### src/rtl/itmr_pkg.sv
package itmr_pkg;

  // Action taken by the count register in a given cycle.
  typedef enum logic [1:0] {
    ACT_HOLD   = 2'd0,
    ACT_LOAD   = 2'd1,
    ACT_DEC    = 2'd2,
    ACT_RELOAD = 2'd3
  } cnt_act_e;

endpackage

### src/rtl/itmr_rst_sync.sv
module itmr_rst_sync #(
  parameter int STAGES = 2
) (
  input  logic clk,
  input  logic arst_n,
  output logic rst_n_o
);

  logic [STAGES-1:0] sync_q;

  always_ff @(posedge clk or negedge arst_n) begin
    if (!arst_n) sync_q <= '0;
    else         sync_q <= {sync_q[STAGES-2:0], 1'b1};
  end

  assign rst_n_o = sync_q[STAGES-1];

endmodule

### src/rtl/itmr_cfg_regs.sv
module itmr_cfg_regs #(
  parameter int CNT_W = 16,
  parameter int DIV_W = 8
) (
  input  logic             clk,
  input  logic             rst_n,
  input  logic             per_we,
  input  logic [CNT_W-1:0] per_wdata,
  input  logic             div_we,
  input  logic [DIV_W-1:0] div_wdata,
  output logic [CNT_W-1:0] per_q,
  output logic [DIV_W-1:0] div_q
);

  logic [CNT_W-1:0] per_d;
  logic [DIV_W-1:0] div_d;

  always_comb begin
    per_d = per_q;
    div_d = div_q;
    if (per_we) per_d = per_wdata;
    if (div_we) div_d = div_wdata;
  end

  always_ff @(posedge clk or negedge rst_n) begin
    if (!rst_n) begin
      per_q <= '0;
      div_q <= '0;
    end else begin
      per_q <= per_d;
      div_q <= div_d;
    end
  end

  a_r8_per_write: assert property (@(posedge clk) disable iff (!rst_n)
    per_we |=> per_q == $past(per_wdata));
  a_r8_per_keep: assert property (@(posedge clk) disable iff (!rst_n)
    !per_we |=> $stable(per_q));
  a_r8_div_write: assert property (@(posedge clk) disable iff (!rst_n)
    div_we |=> div_q == $past(div_wdata));

endmodule

### src/rtl/itmr_prescaler.sv
module itmr_prescaler #(
  parameter int DIV_W = 8
) (
  input  logic             clk,
  input  logic             rst_n,
  input  logic             run,
  input  logic             div_we,
  input  logic [DIV_W-1:0] div_wdata,
  input  logic [DIV_W-1:0] div_q,
  output logic             tick_o
);

  localparam logic [DIV_W-1:0] PRE_ONE = DIV_W'(1);

  logic [DIV_W-1:0] pre_q;
  logic [DIV_W-1:0] pre_d;
  logic             expired;

  assign expired = (pre_q == '0);
  assign tick_o  = run && expired;

  always_comb begin
    pre_d = pre_q;
    if (div_we)       pre_d = div_wdata;
    else if (run) begin
      if (expired)    pre_d = div_q;
      else            pre_d = pre_q - PRE_ONE;
    end
  end

  always_ff @(posedge clk or negedge rst_n) begin
    if (!rst_n) pre_q <= '0;
    else        pre_q <= pre_d;
  end

  a_r2_restart: assert property (@(posedge clk) disable iff (!rst_n)
    div_we |=> pre_q == $past(div_wdata));
  a_r2_reload: assert property (@(posedge clk) disable iff (!rst_n)
    (tick_o && !div_we) |=> pre_q == $past(div_q));
  a_r7_pre_hold: assert property (@(posedge clk) disable iff (!rst_n)
    (!run && !div_we) |=> $stable(pre_q));
  a_r7_no_tick_idle: assert property (@(posedge clk) disable iff (!rst_n)
    !run |-> !tick_o);

endmodule

### src/rtl/itmr_counter.sv
module itmr_counter
  import itmr_pkg::*;
#(
  parameter int CNT_W = 16
) (
  input  logic             clk,
  input  logic             rst_n,
  input  logic             tick,
  input  logic             cnt_we,
  input  logic [CNT_W-1:0] cnt_wdata,
  input  logic [CNT_W-1:0] per_q,
  output logic [CNT_W-1:0] cnt_q,
  output logic             irq_o
);

  localparam logic [CNT_W-1:0] CNT_ONE = CNT_W'(1);

  cnt_act_e         act;
  logic [CNT_W-1:0] cnt_d;
  logic             irq_d;

  always_comb begin
    act = ACT_HOLD;
    if (cnt_we)          act = ACT_LOAD;
    else if (tick) begin
      if (cnt_q == '0)   act = ACT_RELOAD;
      else               act = ACT_DEC;
    end
  end

  always_comb begin
    cnt_d = cnt_q;
    irq_d = 1'b0;
    case (act)
      ACT_LOAD:   cnt_d = cnt_wdata;
      ACT_DEC: begin
        cnt_d = cnt_q - CNT_ONE;
        irq_d = (cnt_q == CNT_ONE);
      end
      ACT_RELOAD: cnt_d = per_q;
      default:    cnt_d = cnt_q;
    endcase
  end

  always_ff @(posedge clk or negedge rst_n) begin
    if (!rst_n) begin
      cnt_q <= '0;
      irq_o <= 1'b0;
    end else begin
      cnt_q <= cnt_d;
      irq_o <= irq_d;
    end
  end

  a_r3_decrement: assert property (@(posedge clk) disable iff (!rst_n)
    (tick && !cnt_we && cnt_q > CNT_ONE) |=> cnt_q == $past(cnt_q) - CNT_ONE);
  a_r5_reload: assert property (@(posedge clk) disable iff (!rst_n)
    (tick && !cnt_we && cnt_q == '0) |=> (cnt_q == $past(per_q)) && !irq_o);
  a_r6_write_wins: assert property (@(posedge clk) disable iff (!rst_n)
    cnt_we |=> (cnt_q == $past(cnt_wdata)) && !irq_o);
  a_r4_irq_at_zero: assert property (@(posedge clk) disable iff (!rst_n)
    irq_o |-> cnt_q == '0);
  a_r4_irq_single: assert property (@(posedge clk) disable iff (!rst_n)
    irq_o |=> !irq_o);

endmodule

### src/rtl/interval_timer.sv
module interval_timer #(
  parameter int CNT_W     = 16,
  parameter int DIV_W     = 8,
  parameter int RST_STAGE = 2
) (
  input  logic             clk,
  input  logic             arst_n,
  input  logic             run,
  input  logic             cnt_we,
  input  logic [CNT_W-1:0] cnt_wdata,
  output logic [CNT_W-1:0] cnt_q,
  input  logic             per_we,
  input  logic [CNT_W-1:0] per_wdata,
  output logic [CNT_W-1:0] per_q,
  input  logic             div_we,
  input  logic [DIV_W-1:0] div_wdata,
  output logic [DIV_W-1:0] div_q,
  output logic             irq
);

  logic rst_n_s;
  logic tick;

  itmr_rst_sync #(.STAGES(RST_STAGE)) u_rst (
    .clk     (clk),
    .arst_n  (arst_n),
    .rst_n_o (rst_n_s)
  );

  itmr_cfg_regs #(.CNT_W(CNT_W), .DIV_W(DIV_W)) u_cfg (
    .clk       (clk),
    .rst_n     (rst_n_s),
    .per_we    (per_we),
    .per_wdata (per_wdata),
    .div_we    (div_we),
    .div_wdata (div_wdata),
    .per_q     (per_q),
    .div_q     (div_q)
  );

  itmr_prescaler #(.DIV_W(DIV_W)) u_pre (
    .clk       (clk),
    .rst_n     (rst_n_s),
    .run       (run),
    .div_we    (div_we),
    .div_wdata (div_wdata),
    .div_q     (div_q),
    .tick_o    (tick)
  );

  itmr_counter #(.CNT_W(CNT_W)) u_cnt (
    .clk       (clk),
    .rst_n     (rst_n_s),
    .tick      (tick),
    .cnt_we    (cnt_we),
    .cnt_wdata (cnt_wdata),
    .per_q     (per_q),
    .cnt_q     (cnt_q),
    .irq_o     (irq)
  );

  a_r7_count_hold: assert property (@(posedge clk) disable iff (!rst_n_s)
    (!run && !cnt_we) |=> $stable(cnt_q) && !irq);
  a_r8_period_no_touch: assert property (@(posedge clk) disable iff (!rst_n_s)
    (per_we && !run && !cnt_we) |=> cnt_q == $past(cnt_q));

endmodule

### config.mk
export PLATFORM = sky130hd
export DESIGN_NAME = interval_timer
export DESIGN_NICKNAME = d
export VERILOG_FILES = /design/src/rtl/itmr_pkg.sv /design/src/rtl/itmr_rst_sync.sv /design/src/rtl/itmr_cfg_regs.sv /design/src/rtl/itmr_prescaler.sv /design/src/rtl/itmr_counter.sv /design/src/rtl/interval_timer.sv
export SDC_FILE = /design/constraint.sdc
export NUM_CORES = 1
export LEC_CHECK = 0
export BUFFER_PORTS_ARGS = -buffer_cell sky130_fd_sc_hd__buf_2
export CORE_MARGIN = 2
export CORE_UTILIZATION = 45
export DETAILED_ROUTE_END_ITERATION = 12
export HOLD_SLACK_MARGIN = 0.15
export MAX_ROUTING_LAYER = met4
export PLACE_DENSITY_LB_ADDON = 0.2
export SYNTH_ARGS = -nofsm -noshare
export SYNTH_HDL_FRONTEND = slang
export SYNTH_SLANG_ARGS = --single-unit
### constraint.sdc
create_clock -name clk -period 1.93 [get_ports clk]
set_input_delay 0 -clock clk [delete_from_list [all_inputs] [get_ports clk]]
set_output_delay 0 -clock clk [all_outputs]
set_load 0.02 [all_outputs]
* Yosys cells after proc, flatten, opt, wreduce, memory -nomap -nowiden *
Cells that the tools add are included.

storage, ports and cells
  register bits after elaboration = 51
  bits in latches = 0
  bits in writable memories = 0
  bits in read-only memories = 0
  input bits = 46
  output and inout bits = 41
  logic and storage cells = 25
  memories = 0

operators by class
  add/subtract/negate cells = 2
  $mul = 0
  div/mod/pow operators = 0
  magnitude comparators = 0
  equal/unequal tests = 4
  shifts and indexed selects = 0
  muxes and demuxes = 8
  bitwise logic cells = 0
  reduce and logical (&&, ||, !) cells = 5

operators with widths
  cell                   count
  $pmux 16 s3            1
  $mux 8                 3
  $eq 16x1->1 const B    1
  $logic_not 16->1       1
  $sub 16x1->16 const B  1
  $logic_not 8->1        1
  $sub 8x1->8 const B    1
  $eq 2x2->1 const B     2
  $mux 2                 2
  $reduce_bool 3->1      1
  $eq 2x1->1 const B     1
  $mux 1                 2
  $reduce_bool 2->1      1
  $logic_and 1x1->1      1

* Longest topological paths before layout *
Gate-level depths: netlist (run 1).

  depth in word-level cells = 6
  depth in mapped cells = 8
  depth with buffers taken out = 7

* Modules after synthesis *
A second synthesis (run 1) with hierarchy kept.

second synthesis, totals
  cell total of the unflattened synthesis = 259
  area, all modules = 2,866.5 um^2

by module, submodules not included
  module          instances  cells an instance  area each (um^2)  seq. area each (um^2)
  itmr_counter    1          135                1,233.7           425.4
  itmr_cfg_regs   1          51                 944.7             600.6
  itmr_prescaler  1          70                 634.4             200.2
  itmr_rst_sync   1          3                  53.8              50.0

* Worst setup path before layout (run 1) *
OpenSTA, ideal clock, no wires.

  path kind = register to register
  start = register u_cnt.cnt_q[9]
  end = register u_cnt.cnt_q[12]
  setup time = 95 ps
  arrival time = 2,016 ps
  required time = 1,835 ps
  slack = -181 ps
  cell stages (with the launch flop) = 7
  path buffers = 1
  clock period less this slack = 2,111 ps
  path through = dfrtp_1 > buf_6 > or4_4 > or3_4 > nor3_4 > a211oi_1 > o31ai_1

between the ends
  word-level cells in the longest chain between the ends = 6
  elaborated cells on any way between the ends = 10
  those cells by class = add/sub (1); eq/ne (3); mux (4); reduce/logical (2)

ends and longest elaborated chain
  element                                                  RTL line            text
  start, declared                                          itmr_counter.sv:12  output logic [CNT_W-1:0] cnt_q,
  start signal, assigned                                   itmr_counter.sv:50  cnt_q <= cnt_d;
  $logic_not 16->1                                         itmr_counter.sv:26  if (cnt_q == '0) act = ACT_RELOAD;
  $mux 1                                                   itmr_counter.sv:26
  $mux 2                                                   itmr_counter.sv:25  else if (tick) begin
  $mux 2                                                   itmr_counter.sv:24  if (cnt_we) act = ACT_LOAD;
  $eq 2x2->1 / $eq 2x1->1 (equally long branches)          itmr_counter.sv:34  case (act)
  $pmux 16 s3 / $reduce_bool 3->1 (equally long branches)  --

Several ways; a longest one is shown, not always the timed one.
A chain may end at the register's enable or synchronous reset.

* Worst setup path after layout (run 1) *
  start = register u_cnt.cnt_q[12]
  end = register u_cnt.irq_o

between the ends
  word-level cells in the longest chain between the ends = 6
  elaborated cells on any way between the ends = 7
  those cells by class = eq/ne (2); mux (4); reduce/logical (1)

ends and longest elaborated chain
  element                RTL line            text
  $logic_not 16->1       itmr_counter.sv:26
  $mux 1                 itmr_counter.sv:26
  $mux 2                 itmr_counter.sv:25
  $mux 2                 itmr_counter.sv:24
  $eq 2x2->1             itmr_counter.sv:34
  $mux 1 *               itmr_counter.sv:34
  named net u_cnt.irq_d  itmr_counter.sv:20  logic irq_d;
  end signal, assigned   itmr_counter.sv:51  irq_o <= irq_d;
  end, declared          itmr_counter.sv:13  output logic irq_o

Mark *: on every way through the listed nets, which the timed path passes. The rest lies on a longest branch.

==> summary.txt, run 1 <==
Status
  – Outcome: finished, violations left
  – Violated checks: negative setup slack

CTS
  – H-Tree Depth: 2
  – Clock sink count: 51
  – Clock Tree Root: clkbuf_8
  – Worst-Skew Late Latency: 310 ps
  – Max Root-Sink Buffers: 2
  – CTS tree: done
  – Worst-path clk slew: 90 ps
  – CTS buffer count: 5

Floorplanning
  – DIE WIDTH: 83.33 um
  – Die area: 6943 um^2
  – # IOs: 87
  – # rows: 28
  – Starting Density: 47.26%
  – Die height: 83.33 um
  – Placeable Area: 5991 um^2

Placement
  – IO buf count: 86
  – Pre-CTS setup slack: -123.2 ps
  – Final Wtd Congestion: 0.8720
  – Hpwl dp: 5624 um

Cells and area
  – Area occupied by multi-input gates: 1475 um^2
  – Fin util: 72.12%
  – Antenna Diode Count: 0
  – Register area: 1281 um^2
  – Nets: 524
  – Most frequent cells in the layout: 85 x buf_2, 48 x dlygate4sd3_1, 47 x dfrtp_1, 42 x buf_4, 30 x nand2_1
  – Layout Area Growth over Synthesis: 52.58%
  – Fillers: 460
  – Layout cells sized above 1: 36.71%
  – Most common cell after layout, fill and taps aside: buf_2

Setup path
  – CP arrival: 2240 ps
  – CP Max Fanout: 5
  – Crit path kind: flop to flop
  – Crit. End Element: flop
  – Worst Path Required: 2110 ps
  – R2R Setup Slk: -130 ps
  – Startpoint Class: flop

STA
  – Crit path time final: 2059 ps
  – FMAX: 485.7 MHz
  – RSZ-0062 raised after global routing: true
  – Slew Viols, Final: 0
  – Tcrit/Tclk final: 106.7%
  – Setup TNS Final: -1030 ps
  – Final Hold Fails: 0
  – Final setup viols: 10
  – Worst Tran Pin Value: 543.3 ps
  – Final Skew: 6.060 ps
  – Hold Slack: 158.1 ps
  – Setup ws final: -128.8 ps
  – Slew headroom: 63.78%

Synthesis
  – Synthesized area: 2831 um^2
  – Seq/Total Area, Yosys: 45.07%
  – Ys Warns: 0
  – Biggest area consumer among synthesized cells: dfrtp_1
  – Synth Register Bits: 51
  – Most used flip-flop cell after synthesis: dfrtp_1
  – Avg Cell Area, Syn: 9.314 um^2
  – Syn_nets: 355
  – Cells after Synth: 304
  – FFs w/ async S/R, synth: 100.0%
  – Synth cell types: 47
  – Post-synth top area share: 45.07%
  – Top post-synthesis cells by area: dfrtp_1 45%, mux2_2 6.8%, o21ai_0 4.6%, nand2_1 4.0%, a21oi_1 3.7%
  – Post-synth EDFFs: 0

Pwr
  – Max VDD drop: 513.4 uV
  – Comb pwr share: 27.7%
  – Power per cell area: 658.8 nW/um^2
  – Sw frac: 30.49%
  – Leakage power: 1.989 nW
  – Seq pwr share: 44.9%
  – Internal: 0.001978 W
  – Switch Pwr: 0.0008679 W
  – Clock power frac: 27.3%

Drt
  – Pre-antenna DRT Iters: 4
  – DRT Wirelength: 8099 um
  – Iteration-0 DRC Markers: 139
  – Post-route ant nets: 0
  – Drt drc: 0
  – Vias per Instance: 5.337
  – Routed len/inst: 14.75 um
  – DR vias: 2,930

Hold path
  – Worst Hold Class: primary input to flop

GRT
  – Antenna violations before repair: 0
  – Grt ovf: 0
  – GR Util All Layers: 24.20%
  – Largest net degree at the start of global routing: 29
  – Global-route wire length before repair: 13,420 um
  – Vias in the first global route: 2,828

Flow run
  – MaxCap Viol Count: 0
power groups by stage:
stage	Sequential (W)	Combinational (W)	Clock (W)
3_3_place_gp	0.00129	0.000680	0
3_5_place_dp	0.00130	0.000691	0
2_1_floorplan	0.00140	0.000291	0
4_1_cts	0.00128	0.000777	0.000803
5_1_grt	0.00129	0.000860	0.000843
6_report	0.00128	0.000790	0.000778
metal layers:
| metal | GRT usage (%) | share of wire (%) |
|---|---|---|
| met3 | 2.982 | 5.8 |
| met4 | 6.110 | 1.4 |
| met1 | 33.12 | 45 |
| met5 | - | 0 |
| met2 | 38.49 | 48 |
cells in the mapped netlist, types with 2 or more instances:
cell type,count
a22oi_1,2
nor3_1,17
a31oi_1,4
o22ai_1,3
ha_1,5
xor2_1,3
o31a_1,7
xnor2_1,4
nand2_1,30
a21oi_1,21
nand3_1,6
nand4b_1,2
nor4_1,6
and2_1,2
a2bb2oi_1,3
nor4b_2,2
o21ai_0,26
nor2_1,21
o31ai_1,4
buf_2,3
nand2b_1,3
mux2i_1,6
nor2b_1,3
clkbuf_1,12
dfrtp_1,51
nand4_1,4
inv_1,16
nor3b_1,3
mux2_2,17
kinds of logic (layout without fill, tap and decap cells):
logic type / count (synthesis) / in the layout / synth area share (%)
DFF: 51 / 51 / 45.07
AOI/OAI and AO/OA: 77 / 77 / 16.62
buffers and inverters: 33 / 203 / 4.772
other: 1 / 1 / 0.1324
xor gates and xnor gates: 7 / 7 / 2.165
and+or+nand+nor: 107 / 107 / 20.15
muxes: 23 / 23 / 8.882
adders and majority gates: 5 / 5 / 2.209
registers in the layout (all words and copies together), names as in the netlist:
| register | count |
|---|---|
| u_cfg.per_q | 16 |
| u_cnt.cnt_q | 16 |
| u_cfg.div_q | 8 |
| u_pre.pre_q | 8 |
| u_rst.sync_q | 2 |
| u_cnt.irq_o | 1 |
final cells by class:
cell class | count | share of cell area (%)
clock buffer | 6 | 1.911
clock inverter | 2 | 0.8109
inverter | 16 | 1.390
multi-input combinational | 220 | 34.14
sequential | 51 | 29.66
tap | 75 | 2.172
timing repair buffer | 179 | 29.92
metrics by stage:
| step | std cells | area [um^2] | total power [W] |
|---|---|---|---|
| floorplan | 304 | 2858 | 0.001689 |
| global placement | 486 | 3631 | 0.001970 |
| detailed placement | 486 | 3631 | 0.001987 |
| CTS | 547 | 4280 | 0.002856 |
| global route | 549 | 4320 | 0.002998 |
| finish | 549 | 4320 | 0.002846 |
path summary, 6_finish.rpt:
| kind | cells past startpoint | endpoint | start |
|---|---|---|---|
| setup reg to reg | 6 | u_cnt.irq_o$_DFF_PN0_ | u_cnt.cnt_q[12]$_DFFE_PN0P_ |
| hold / removal | 2 | u_cfg.per_q[11]$_DFFE_PN0P_ | per_we |
| min in group asynchronous | 0 | u_cfg.div_q[3]$_DFFE_PN0P_ | u_rst.sync_q[1]$_DFF_PN0_ |
| max in group asynchronous | 1 | u_cnt.cnt_q[9]$_DFFE_PN0P_ | u_rst.sync_q[1]$_DFF_PN0_ |
| hold reg to reg | 0 | u_cfg.div_q[3]$_DFFE_PN0P_ | u_rst.sync_q[1]$_DFF_PN0_ |
| setup / recovery | 6 | u_cnt.irq_o$_DFF_PN0_ | u_cnt.cnt_q[12]$_DFFE_PN0P_ |
worst max-delay path: stages, from the launching register on:
cell and delay, ps:
dfrtp_2 410, or4_4 540, or3_4 400, nor3_4 260, buf_4 190, buf_4 100, nor4_1 40
what timing repair did:
| action | in CTS | in global routing |
|---|---|---|
| resized for setup | 3 | 11 |
| pin swaps | 3 | 5 |
| buffers inserted | 5 | 2 |
| endpoints found under the setup margin | 9 | 19 |
| gates cloned | 0 | 0 |
| hold buffers | 48 | 0 |
| endpoints found under the hold margin | 50 | 0 |
No activity file was read; power rests on OpenSTA's default activity.
==> run 2, diff against run 1 <==
--- a/config.mk
+++ b/config.mk
@@ -6,8 +6,11 @@
 export NUM_CORES = 1
 export LEC_CHECK = 0
 export BUFFER_PORTS_ARGS = -buffer_cell sky130_fd_sc_hd__buf_2
+export CELL_PAD_IN_SITES_DETAIL_PLACEMENT = 1
+export CELL_PAD_IN_SITES_GLOBAL_PLACEMENT = 2
 export CORE_MARGIN = 2
-export CORE_UTILIZATION = 45
+export CORE_UTILIZATION = 30
+export CTS_BUF_LIST = sky130_fd_sc_hd__clkbuf_16
 export DETAILED_ROUTE_END_ITERATION = 12
 export HOLD_SLACK_MARGIN = 0.15
 export MAX_ROUTING_LAYER = met4
==> summary.txt, run 2 (synthesis results as in run 1) <==
STA
  – Final setup viols: 10
  – Final Skew: 6.165 ps
  – FMAX: 493.3 MHz
  – Setup ws final: -97.23 ps
  – Tcrit/Tclk final: 105.0%
  – Final Hold Fails: 0
  – RSZ-0062 raised after global routing: true
  – Setup TNS Final: -626.5 ps
  – Slew Viols, Final: 0
  – Crit path time final: 2027 ps

Cells and area
  – Layout cells sized above 1: 39.09%
  – Fin cells: 592
  – Area occupied by multi-input gates: 1508 um^2
  – Most common cell after layout, fill and taps aside: buf_2
  – Most frequent cells in the layout: 86 x buf_2, 52 x buf_4, 46 x dfrtp_1, 44 x dlygate4sd3_1, 30 x nand2_1
  – Antenna Diode Count: 0
  – Design Area, Final: 4446 um^2
  – Layout Area Growth over Synthesis: 57.00%
  – Nets: 531
  – Fillers: 1,078
  – Largest regs: u_cfg.per_q x16, u_cnt.cnt_q x16
  – Register area: 1282 um^2

CTS
  – H-Tree Depth: 2
  – CTS buffer count: 5
  – Clock Tree Root: clkbuf_16
  – Worst-path clk slew: 70 ps
  – Clock sink count: 51
  – Worst-Skew Late Latency: 290 ps
  – CTS tree: done
  – Max Root-Sink Buffers: 2

Placement
  – Final Wtd Congestion: 0.8478
  – Hpwl dp: 7065 um
  – Post-Place Cells: 529
  – IO buf count: 86
  – Pre-CTS setup slack: -129.5 ps
  – Placed Area: 3704 um^2

Floorplanning
  – DIE WIDTH: 101.2 um
  – Die area: 10,230 um^2
  – Die height: 101.2 um
  – Starting Density: 30.79%
  – Placeable Area: 9196 um^2
  – # rows: 35
  – # IOs: 87

GRT
  – Vias in the first global route: 3,029
  – Antenna violations before repair: 0
  – GR Util All Layers: 20.12%
  – Grt ovf: 0
  – Global-route wire length before repair: 15,530 um
  – Largest net degree at the start of global routing: 28

Setup path
  – Crit. End Element: flop
  – WP buf/inv: 1
  – Worst Path Required: 2120 ps
  – Crit path kind: flop to flop
  – Crit path cell chain: or4_4, or3_4, nor3_4, buf_6, a211oi_2, o31ai_1
  – Family with the most delay on the worst path: simple AND/OR/NAND/NOR gates
  – Startpoint Class: flop
  – Slowest CP cell: or4_4
  – Critical path's largest stage delay: 540 ps
  – CP Max Fanout: 4
  – CP arrival: 2220 ps

Pwr
  – Max VDD drop: 312.9 uV
  – Leakage power: 2.034 nW
  – Power per cell area: 674.4 nW/um^2
  – Overall Power: 0.002998 W

Drt
  – Post-route ant nets: 0
  – Pre-antenna DRT Iters: 4
  – Routed len/inst: 16.48 um
  – Drt drc: 0
  – DRT Wirelength: 9759 um
  – Iteration-0 DRC Markers: 43
  – Vias per Instance: 4.958
  – DR vias: 2,935

Hold path
  – Worst Hold Class: primary input to flop

Status
  – Violated checks: negative setup slack
  – Outcome: finished, violations left

Flow run
  – MaxCap Viol Count: 0
[run 2: changes by cell type in the layout (fill, tap and decap cells not counted), moves of 2 or more]
cell / before / now
clkbuf_8: 6 / 0
buf_4: 42 / 52
buf_12: 3 / 1
buf_6: 1 / 3
nor2_1: 18 / 20
nor2_2: 3 / 1
dlygate4sd3_1: 48 / 44
clkbuf_16: 0 / 5
[run 2: layout make-up]
cell class,instances,share of cell area [%]
flip-flops and latches,51,28.85
inverters,16,1.351
clock buffers,5,2.815
well taps,111,3.124
clock inverters,3,0.3659
multi-input cells,220,33.92
repair buffers,186,29.58
[run 2: metrics by stage]
| step | hold slack, ps | util [%] |
|---|---|---|
| detailed placement | -211.0 | 40.27 |
| global route | 196.5 | 48.34 |
| global placement | -213.2 | 40.27 |
| CTS | 166.0 | 46.95 |
| floorplan | -295.6 | - |
| finish | 169.0 | 48.34 |
[run 2: per-layer routing]
metal,vias up,part of all wire [%],GRT usage (%)
li1,1441,-,-
met3,8,3.2,2.761
met5,-,0,-
met1,1423,49,27.51
met2,63,48,31.74
met4,0,0.72,4.886
[run 2: path summary, 6_finish.rpt]
kind / slack, ps / depth (start not counted) / end / startpoint
max: -100 / 6 / u_cnt.cnt_q[12]$_DFFE_PN0P_ / u_cnt.cnt_q[12]$_DFFE_PN0P_
min reg2reg: 250 / 1 / u_cnt.cnt_q[3]$_DFFE_PN0P_ / u_rst.sync_q[1]$_DFF_PN0_
max in group asynchronous: 1240 / 3 / u_rst.sync_q[1]$_DFF_PN0_ / arst_n
min: 170 / 2 / u_cnt.cnt_q[4]$_DFFE_PN0P_ / cnt_we
min in group asynchronous: 250 / 1 / u_cnt.cnt_q[3]$_DFFE_PN0P_ / u_rst.sync_q[1]$_DFF_PN0_
max reg2reg: -100 / 6 / u_cnt.cnt_q[12]$_DFFE_PN0P_ / u_cnt.cnt_q[12]$_DFFE_PN0P_
[run 2: timing repair]
action	in CTS	in global routing
setup endpoints to repair	11	16
hold endpoints to repair	50	0
buffers inserted	3	8
hold buffers	44	0
resized for setup	2	19
pin swaps	2	9
[run 2: where the power goes]
part	total, W	switching, W	internal [W]
Clock	0.000885	0.000410	0.000475
Combinational	0.000838	0.000436	0.000402
Sequential	0.00127	0.000105	0.00117
